$ cat src/rtl/txq_pkg.sv
package txq_pkg;
  // Placement decided for an offered handle in one cycle
  typedef enum logic [1:0] {
    RT_IDLE = 2'd0,
    RT_RING = 2'd1,
    RT_HOLD = 2'd2,
    RT_DROP = 2'd3
  } route_e;
endpackage

$ cat src/rtl/txq_fifo.sv
module txq_fifo #(
  parameter int W     = 8,
  parameter int DEPTH = 4,
  localparam int AW   = (DEPTH > 1) ? $clog2(DEPTH) : 1,
  localparam int CW   = $clog2(DEPTH + 1)
) (
  input  logic          clk,
  input  logic          rst,
  input  logic          push,
  input  logic [W-1:0]  push_data,
  input  logic          pop,
  output logic [W-1:0]  head,
  output logic [CW-1:0] count
);
  logic [W-1:0]  mem [DEPTH];
  logic [AW-1:0] wr_ptr, rd_ptr;

  function automatic logic [AW-1:0] nxt(input logic [AW-1:0] p);
    return (32'(p) == DEPTH - 1) ? '0 : p + 1'b1;
  endfunction

  // storage without reset so it maps onto RAM
  always_ff @(posedge clk) begin
    if (push) mem[wr_ptr] <= push_data;
  end

  always_ff @(posedge clk) begin
    if (rst) begin
      wr_ptr <= '0;
      rd_ptr <= '0;
      count  <= '0;
    end else begin
      if (push) wr_ptr <= nxt(wr_ptr);
      if (pop)  rd_ptr <= nxt(rd_ptr);
      count <= count + CW'(push) - CW'(pop);
    end
  end

  assign head = mem[rd_ptr];

  p_no_overflow_r10: assert property (@(posedge clk) disable iff (rst)
    push |-> (32'(count) < DEPTH || pop));
  p_no_underflow_r8: assert property (@(posedge clk) disable iff (rst)
    pop |-> count != '0);
  p_count_bound_r10: assert property (@(posedge clk) disable iff (rst)
    32'(count) <= DEPTH);
endmodule

$ cat src/rtl/txq_admit.sv
module txq_admit
  import txq_pkg::*;
#(
  parameter int RING_DEPTH = 4,
  parameter int HOLD_DEPTH = 8,
  localparam int RCW = $clog2(RING_DEPTH + 1),
  localparam int HCW = $clog2(HOLD_DEPTH + 1)
) (
  input  logic           in_valid,
  input  logic           tx_done,
  input  logic [RCW-1:0] ring_cnt,
  input  logic [HCW-1:0] hold_cnt,
  output logic           done_ok,
  output logic           move,
  output route_e         route
);
  int  ring_after;
  logic hold_drained, ring_room, hold_room;

  always_comb begin
    done_ok      = tx_done && (ring_cnt != '0);
    // a freed slot is taken by the oldest held handle first
    move         = done_ok && (hold_cnt != '0);
    ring_after   = 32'(ring_cnt) - 32'(done_ok) + 32'(move);
    ring_room    = ring_after < RING_DEPTH;
    hold_drained = (hold_cnt == '0) || ((32'(hold_cnt) == 1) && move);
    hold_room    = (32'(hold_cnt) < HOLD_DEPTH) || move;
    if (!in_valid)                     route = RT_IDLE;
    else if (hold_drained && ring_room) route = RT_RING;
    else if (hold_room)                route = RT_HOLD;
    else                               route = RT_DROP;
  end
endmodule

$ cat src/rtl/txq_sched.sv
module txq_sched
  import txq_pkg::*;
#(
  parameter int HW         = 8,
  parameter int RING_DEPTH = 4,
  parameter int HOLD_DEPTH = 8,
  parameter int DROP_W     = 16,
  localparam int RCW = $clog2(RING_DEPTH + 1),
  localparam int HCW = $clog2(HOLD_DEPTH + 1)
) (
  input  logic              clk,
  input  logic              rst,
  input  logic              in_valid,
  input  logic [HW-1:0]     in_handle,
  input  logic              tx_done,
  output logic              tx_head_valid,
  output logic [HW-1:0]     tx_head,
  output logic [RCW-1:0]    tx_count,
  output logic [HCW-1:0]    hold_count,
  output logic              free_valid,
  output logic [HW-1:0]     free_handle,
  output logic              drop_valid,
  output logic [HW-1:0]     drop_handle,
  output logic [DROP_W-1:0] drop_count
);
  logic          done_ok, move;
  route_e        route;
  logic [HW-1:0] hold_head, ring_head, ring_in;
  logic          ring_push, hold_push;

  txq_admit #(.RING_DEPTH(RING_DEPTH), .HOLD_DEPTH(HOLD_DEPTH)) u_admit (
    .in_valid (in_valid),
    .tx_done  (tx_done),
    .ring_cnt (tx_count),
    .hold_cnt (hold_count),
    .done_ok  (done_ok),
    .move     (move),
    .route    (route)
  );

  assign ring_push = move || (route == RT_RING);
  assign ring_in   = move ? hold_head : in_handle;
  assign hold_push = (route == RT_HOLD);

  txq_fifo #(.W(HW), .DEPTH(RING_DEPTH)) u_ring (
    .clk (clk), .rst (rst),
    .push (ring_push), .push_data (ring_in),
    .pop (done_ok), .head (ring_head), .count (tx_count)
  );

  txq_fifo #(.W(HW), .DEPTH(HOLD_DEPTH)) u_hold (
    .clk (clk), .rst (rst),
    .push (hold_push), .push_data (in_handle),
    .pop (move), .head (hold_head), .count (hold_count)
  );

  assign tx_head_valid = (tx_count != '0);
  assign tx_head       = ring_head;

  always_ff @(posedge clk) begin
    if (rst) begin
      free_valid  <= 1'b0;
      free_handle <= '0;
      drop_valid  <= 1'b0;
      drop_handle <= '0;
      drop_count  <= '0;
    end else begin
      free_valid <= done_ok;
      if (done_ok) free_handle <= ring_head;
      drop_valid <= (route == RT_DROP);
      if (route == RT_DROP) begin
        drop_handle <= in_handle;
        drop_count  <= drop_count + 1'b1;
      end
    end
  end

  p_reset_idle_r1: assert property (@(posedge clk)
    rst |=> (tx_count == '0 && hold_count == '0 && !free_valid && !drop_valid && drop_count == '0));
  p_hold_means_full_r10: assert property (@(posedge clk) disable iff (rst)
    hold_count != '0 |-> 32'(tx_count) == RING_DEPTH);
  p_release_r6: assert property (@(posedge clk) disable iff (rst)
    (tx_done && tx_count != '0) |=> free_valid);
  p_idle_done_r8: assert property (@(posedge clk) disable iff (rst)
    (tx_done && tx_count == '0) |=> !free_valid);
  p_refill_r7: assert property (@(posedge clk) disable iff (rst)
    (tx_done && hold_count != '0) |=> 32'(tx_count) == RING_DEPTH);
  p_drop_r5: assert property (@(posedge clk) disable iff (rst)
    (in_valid && 32'(hold_count) == HOLD_DEPTH && !tx_done) |=> (drop_valid && drop_count == $past(drop_count) + 1'b1));
  p_queue_tail_r3: assert property (@(posedge clk) disable iff (rst)
    (in_valid && !tx_done && hold_count != '0 && 32'(hold_count) < HOLD_DEPTH) |=> hold_count == $past(hold_count) + 1'b1);
  p_direct_r2: assert property (@(posedge clk) disable iff (rst)
    (in_valid && !tx_done && hold_count == '0 && 32'(tx_count) < RING_DEPTH) |=> tx_count == $past(tx_count) + 1'b1);
endmodule

$ cat config.mk
export PLATFORM = sky130hd
export DESIGN_NAME = txq_sched
export DESIGN_NICKNAME = d
export VERILOG_FILES = /design/src/rtl/txq_pkg.sv /design/src/rtl/txq_fifo.sv /design/src/rtl/txq_admit.sv /design/src/rtl/txq_sched.sv
export SDC_FILE = /design/constraint.sdc
export NUM_CORES = 1
export LEC_CHECK = 0
export ABC_CLOCK_PERIOD_IN_PS = 4200
export BUFFER_PORTS_ARGS = -buffer_cell sky130_fd_sc_hd__clkbuf_2
export CORE_MARGIN = 3
export CORE_UTILIZATION = 53
export CTS_CLUSTER_DIAMETER = 120
export CTS_CLUSTER_SIZE = 24
export DETAILED_ROUTE_END_ITERATION = 16
export PLACE_DENSITY = 0.76
export RECOVER_POWER = 100
export REMOVE_ABC_BUFFERS = 1
export SYNTH_ARGS = -nofsm -noshare
export SYNTH_HDL_FRONTEND = slang
export SYNTH_SLANG_ARGS = --single-unit
$ cat constraint.sdc
create_clock -name clk -period 4.2 [get_ports clk]
set_input_delay 0.42 -clock clk [delete_from_list [all_inputs] [get_ports clk]]
set_output_delay 0.42 -clock clk [all_outputs]
set_load 0.03 [all_outputs]
### After elaboration in Yosys (flattened, before gate mapping)

Memories as Yosys holds them, arrays and structs flattened. A register that Yosys moved wholly into a read port is not among the register bits.
Cells that the tools add are included.

| storage, ports and cells | value |
|---|---|
| register bits after elaboration | 51 |
| output and inout bits | 50 |
| input port bits | 12 |
| memories | 2 |
| memory bits (writable) | 96 |

Memory list:

| memory | words | bits a word | read ports | clocked after Yosys merged registers in | write ports | line | text |
|---|---|---|---|---|---|---|---|
| u_hold.mem | 8 | 8 | 1 | 1 | 1 | txq_fifo.sv:15 | `logic [W-1:0] mem [DEPTH];` |
| u_ring.mem | 4 | 8 | 1 | 1 | 1 | txq_fifo.sv:15 |  |

| cells by class | value |
|---|---|
| equality and inequality tests | 8 |
| reduce and logical (&&, ||, !) cells | 10 |
| order comparisons | 2 |
| add/sub/neg operators | 11 |
| mux-type cells | 16 |

Operator list:

| kind | number |
|---|---|
| 32-bit by 1-bit adder with 32-bit output | 1 |
| 32-bit by 4-bit less-than comparator with 1-bit output (second input constant) | 1 |
| 16-bit by 1-bit adder with 16-bit output (second input constant) | 1 |
| 2-bit two-way mux | 6 |
| 3-bit two-way mux | 4 |
| 2-bit equality test (second input constant) | 4 |
| 8-bit two-way mux | 1 |
| 3-bit by 1-bit adder with 3-bit output (second input constant) | 2 |
| 3-bit equality test (second input constant) | 2 |
| 1-bit two-way mux | 5 |
| 2-bit by 1-bit adder with 2-bit output (second input constant) | 2 |
| 4-bit by 1-bit adder with 4-bit output | 1 |
| 4-bit by 1-bit equality test with 1-bit output (second input constant) | 1 |
| 1-bit logical AND | 4 |
| 4-bit logical NOT | 1 |
| 4-bit less-than comparator (second input constant) | 1 |
| 4-bit nonzero test | 1 |
| 3-bit by 1-bit subtractor with 4-bit output | 1 |
| 4-bit by 1-bit subtractor with 4-bit output | 1 |
| 3-bit by 1-bit adder with 3-bit output | 1 |
| 1-bit logical OR | 3 |
| 3-bit nonzero test | 1 |
| 3-bit by 1-bit subtractor with 3-bit output | 1 |
| 2-bit by 1-bit equality test with 1-bit output (second input constant) | 1 |

### Logic depth before layout (Yosys ltp)

| logic depth | value |
|---|---|
| depth after elaboration | 12 |
| gate-level depth with buffers | 20 |
| depth with buffers taken out | 18 |

### Hierarchy

Synthesis repeated with hierarchy kept, for this count alone.

| second synthesis, totals | value |
|---|---|
| cell total of the unflattened synthesis | 419 |
| area, all modules | 6,254.7 µm² |

Modules (own cells, without submodules):

| module | instances | sequential area each (µm²) | area each (µm²) | cells an instance |
|---|---|---|---|---|
| txq_fifo (u_hold) | 1 | 2,182.1 | 3,099.2 | 161 |
| txq_fifo (u_ring) | 1 | 1,141.1 | 1,592.8 | 82 |
| txq_sched | 1 | 680.7 | 1,445.1 | 161 |
| txq_admit | 1 | 0.0 | 117.6 | 15 |

### Worst setup path after synthesis

Ideal clock, no wire load.

| path | value |
|---|---|
| path type | register -> register |
| from | register u_ring.count[1] |
| to | memory u_hold.mem[2][0] (enable) |
| arrival time | 4,129 ps |
| path slack | -327 ps |
| stages on the path, launching flop included | 16 |
| required time | 3,802 ps |
| path through | dfxtp_1 -> o31ai_4 -> inv_2 -> clkbuf_1 -> ha_1 -> ha_1 -> xor2_1 -> nand4_1 -> or2_2 -> ha_1 -> nand4_1 -> nor3b_1 -> a31o_1 -> a21o_1 -> buf_2 -> nor4b_1 |

| between the ends | value |
|---|---|
| cells in the longest elaborated chain, start to end | 11 |

Ends and longest elaborated chain:

| item | line | text |
|---|---|---|
| start: declaration | txq_fifo.sv:13 | `output logic [CW-1:0] count` |
| start signal: assignment | txq_fifo.sv:35 | `count <= count + CW'(push) - CW'(pop);` |
| 3-bit nonzero test * | txq_admit.sv:21 | `done_ok = tx_done && (ring_cnt != '0);` |
| 1-bit logical AND * | txq_admit.sv:21 |  |
| via done_ok | txq_sched.sv:26 | `logic done_ok, move;` |
| 3-bit by 1-bit subtractor with 4-bit output or 1-bit logical AND (tied branches) | txq_admit.sv:24, txq_admit.sv:23 |  |
| 32-bit by 1-bit adder with 32-bit output or 1-bit logical AND (tied branches) | txq_admit.sv:24, txq_admit.sv:26 |  |
| 32-bit by 4-bit less-than comparator with 1-bit output or 1-bit logical OR (tied branches) | txq_admit.sv:25, txq_admit.sv:26 |  |
| 1-bit logical AND | txq_admit.sv:29 | `else if (hold_drained && ring_room) route = RT_RING;` |
| 2-bit two-way mux * | txq_admit.sv:29 |  |
| 2-bit two-way mux * | txq_admit.sv:28 | `if (!in_valid) route = RT_IDLE;` |
| 2-bit equality test * | txq_sched.sv:43 | `assign hold_push = (route == RT_HOLD);` |
| 1-bit two-way mux * | txq_fifo.sv:24 | `if (push) mem[wr_ptr] <= push_data;` |
| 1-bit two-way mux (not written as such) * | txq_fifo.sv:24 |  |
| end: declaration | txq_fifo.sv:15 |  |

The timed path passes the listed nets; every way through them passes the cells marked *.

### Worst setup path in the final report

| path | value |
|---|---|
| from | register u_ring.count[0] |
| to | register u_hold.count[2] |

| between the ends | value |
|---|---|
| cells in the longest elaborated chain, start to end | 11 |

Ends and longest elaborated chain:

| item | line |
|---|---|
| 3-bit nonzero test | txq_admit.sv:21 |
| 1-bit logical AND | txq_admit.sv:21 |
| 3-bit by 1-bit subtractor with 4-bit output or 1-bit logical AND (tied branches) | txq_admit.sv:24, txq_admit.sv:23 |
| 32-bit by 1-bit adder with 32-bit output or 1-bit logical AND (tied branches) | txq_admit.sv:24, txq_admit.sv:26 |
| 32-bit by 4-bit less-than comparator with 1-bit output or 1-bit logical OR (tied branches) | txq_admit.sv:25, txq_admit.sv:26 |
| 1-bit logical AND | txq_admit.sv:29 |
| 2-bit two-way mux | txq_admit.sv:29 |
| 2-bit two-way mux | txq_admit.sv:28 |
| 2-bit equality test | txq_sched.sv:43 |
| 4-bit by 1-bit adder with 4-bit output | txq_fifo.sv:35 |
| 4-bit by 1-bit subtractor with 4-bit output * | txq_fifo.sv:35 |
| end signal: assignment | txq_fifo.sv:35 |
| end: declaration | txq_fifo.sv:13 |

Every way passes the cells marked *; elsewhere a longest branch is shown, timed or not.
A chain may end at the register's enable or synchronous reset.

==> run metrics <==
Detailed Route Iter0 Violations=~290; DPL Wire Length=~8000 um; CP max FO=5; FF-to-FF path depth=18; Synth Register Bits=about 150; TritonCTS clock tree=built; Non-Filler Instances=just under 700; worst min path class=in -> reg; initial antenna violation count=0; async set-or-reset flop fraction in the synthesized netlist=0%; reg2reg start=u_ring.count[0]; Cell Pwr Density=about 650 nW/um^2; Req. time, crit path=between 4 and 5 ns; worst hold start=in_handle[5]; diode count=0; Clock Skews=around 0.009 ns; Num CTS Buffers=17; worst vdd ir=0.000586 V; clock latency on the worst-skew pair=0.41 ns; final setup fails=0; Setup Crit Path Kind=reg -> reg; Final Util=between 60% and 70%; gr usage total=between 10% and 20%; proportion of layout cells with a drive suffix above 1=~24%; Max-cap violations=0; Clock Pin Slew Worst Setup and Hold Paths=roughly 0.060 ns; hold depth=3; DR vias=3,983; # DRC=0; fin. max-slew vios=0; Vias/cell=approximately 5.7; Lkg Pwr=between 2 and 3 nW; TritonCTS Sinks=approximately 150; Netlist cell types=45; drt wl/cell=18.1 um; final total power=approximately 4.8 mW; Post-layout nets=580; vias in the first global route=approximately 3,700; setup slack, reg-to-reg=approximately 0.18 ns; boundary pin count=62; global-route wire length before repair=19,700 um; clk root buf=clkbuf_16; status=complete, no violations; cells after synthesis=467; data arrival time of the critical path=4.28 ns; die width=~120 um; Placed Cells=659; deepest clock path buffer count=2; Synth Cell Area=between 6000 and 7000 um^2; YS warnings=0; Final min period=between 4 and 5 ns; hold_buf cts=0; final hold vios=0; Seq/Total Area, Yosys=between 60% and 70%; H-Tree Depth=4; antenna-violating nets left=0; Worst slew margin=a little under a quarter; largest net degree at the start of global routing=55; FP Rows=39; Die Y=115 um; startpoint types=flop; Worst-Margin Slew=approximately 1.2 ns; Die ar.=~13,000 um^2; Post-synth EDFFs=96; gr ovfl total=0; RSZ-0062 raised after global routing=true; synthesis-to-layout area growth=17.3%; Fin Setup TNS=0 ns; FMAX=approximately 250 MHz; Primary FF master, synth=edfxtp_1; Total Wirelength=12,600 um; Reg2Reg Capture Point=u_hold.count[2]; hold endpoint=drop_handle[5]; routability cong.=around 0.76; CP endpoint kind=flop; Port-buffer cells=slightly above 60; DR pass1 iterations=5; mean post-synth cell area=about 14 um^2; Final period util=between 90% and 100%; Core Area=11,500 um^2; initial core utilization=about 55%
routing by layer:
metal	share of wire, %	routed length [um]	track usage, %	up-vias
li1	-	-	-	1879
met3	5.7	711	5.16	20
met5	0	0	0	-
met1	41	5190	25.2	1951
met2	52	6490	33.3	133
met4	1.4	182	5.63	0
synth_stat cells (all sizes together) (2+ instances only):
master,instances,area (um^2)
a21o,3,30.0
a21oi,38,190
a31o,2,17.5
and2,4,25.0
buf,11,63.8
clkbuf,13,48.8
dfxtp,56,1120
edfxtp,96,2880
fa,2,40.0
ha,26,325
inv,20,75.1
mux2,2,22.5
mux2i,9,90.1
mux4,24,541
nand2,64,240
nand3,8,40.0
nand4,5,31.3
nor2,14,52.6
nor2b,5,31.3
nor3,5,25.0
nor3b,4,30.0
nor4,4,25.0
nor4b,2,17.5
o21ai,15,75.1
o31ai,7,66.3
or2,4,25.0
or3,5,31.3
or4,5,37.5
xnor2,4,35.0
xor2,2,17.5
stage by stage:
stage          area [um^2]  worst slack (ns)  hold WS [ns]
4_1_cts               7340            0.0500         0.313
6_report              7410             0.180         0.392
3_3_place_gp          6780             0.279         0.441
5_1_grt               7410           -0.0727         0.428
2_1_floorplan         6210            -0.316         0.447
3_5_place_dp          6780            0.0837         0.447
critical path: stages (launching register included):
cell and delay (ns):
dfxtp_1 0.34, o31ai_4 0.31, inv_4 0.08, ha_4 0.18
ha_1 0.21, xor2_2 0.20, nand4_1 0.22, or2_4 0.32
ha_1 0.28, nand4_1 0.11, nor3b_2 0.18, a31o_1 0.27
buf_4 0.14, a21o_1 0.15, inv_2 0.07, ha_1 0.21
fa_1 0.39, xnor2_1 0.14, nor2_1 0.06
worst max-delay path by stage:
stage	startpoint	endpoint	slack [ns]
floorplan	u_ring.count[1]	u_hold.mem[2][0]	-0.32
global placement	tx_done	u_ring.count[2]	0.28
detailed placement	tx_done	u_ring.count[2]	0.08
CTS	u_ring.count[1]	drop_count[10]	0.05
global route	u_ring.count[0]	u_hold.count[2]	-0.07
finish	u_ring.count[0]	u_hold.count[2]	0.18
final cells by class:
cell class	instances	area, um^2
multi-input combinational	271	2170
inverter	20	77.6
timing repair buffer	78	423
clock inverter	10	104
clock buffer	22	454
sequential	152	4010
fill	845	4100
tap	143	179
what timing repair did:
item	in CTS	in global routing
buffers inserted	0	5
resized for setup	0	11
setup endpoints to repair	0	40
endpoints found under the hold margin	0	0
kinds of logic (layout without fill, tap and decap cells):
| logic type | count (synthesis) | in the layout | share of synthesized area, % |
|---|---|---|---|
| flip-flops | 152 | 152 | 63.4 |
| AND/OR/NAND/NOR | 133 | 133 | 10.2 |
| AO/OA/AOI/OAI | 69 | 69 | 6.53 |
| buffers and inverters | 44 | 130 | 2.97 |
| multiplexers | 35 | 35 | 10.3 |
| adder cells (fa/ha/maj) | 28 | 28 | 5.78 |
| XOR/XNOR | 6 | 6 | 0.832 |
layout by cell type, fill, tap and decap left out, types with 2 or more instances in the layout:
master / instances
or3_1: 5
buf_4: 17
edfxtp_1: 96
clkinv_2: 4
o21ai_0: 11
mux2_1: 2
and2_1: 4
nor4_1: 4
ha_1: 25
o21ai_1: 4
nor4b_1: 2
fa_1: 2
nor3_1: 5
or2_4: 3
clkinv_1: 2
clkbuf_16: 17
xnor2_1: 4
clkbuf_2: 53
bufinv_16: 2
mux2i_1: 9
nor2b_1: 5
nand3_1: 8
dfxtp_1: 55
a21o_1: 2
nand4_1: 5
a21oi_1: 37
o31ai_1: 6
or4_1: 5
mux4_2: 24
nor3b_1: 3
clkbuf_1: 12
nand2_1: 64
nor2_1: 14
inv_1: 18
registers in the layout, indices dropped and copies added, names as in the netlist, named ones only:
name           cells
drop_count        16
drop_handle        8
drop_valid         1
free_handle        8
free_valid         1
u_hold.count       4
u_hold.mem        64
u_hold.rd_ptr      3
u_hold.wr_ptr      3
u_ring.count       3
u_ring.mem        32
u_ring.rd_ptr      2
u_ring.wr_ptr      2
report_power, final:
group	leakage, nW	switching (mW)	total [mW]	internal, mW
registers	1.33	0.161	1.99	1.83
clock network	0.273	0.555	1.44	0.882
logic	1.08	0.841	1.40	0.559
Note: power is estimated with default switching activity, not from simulation.
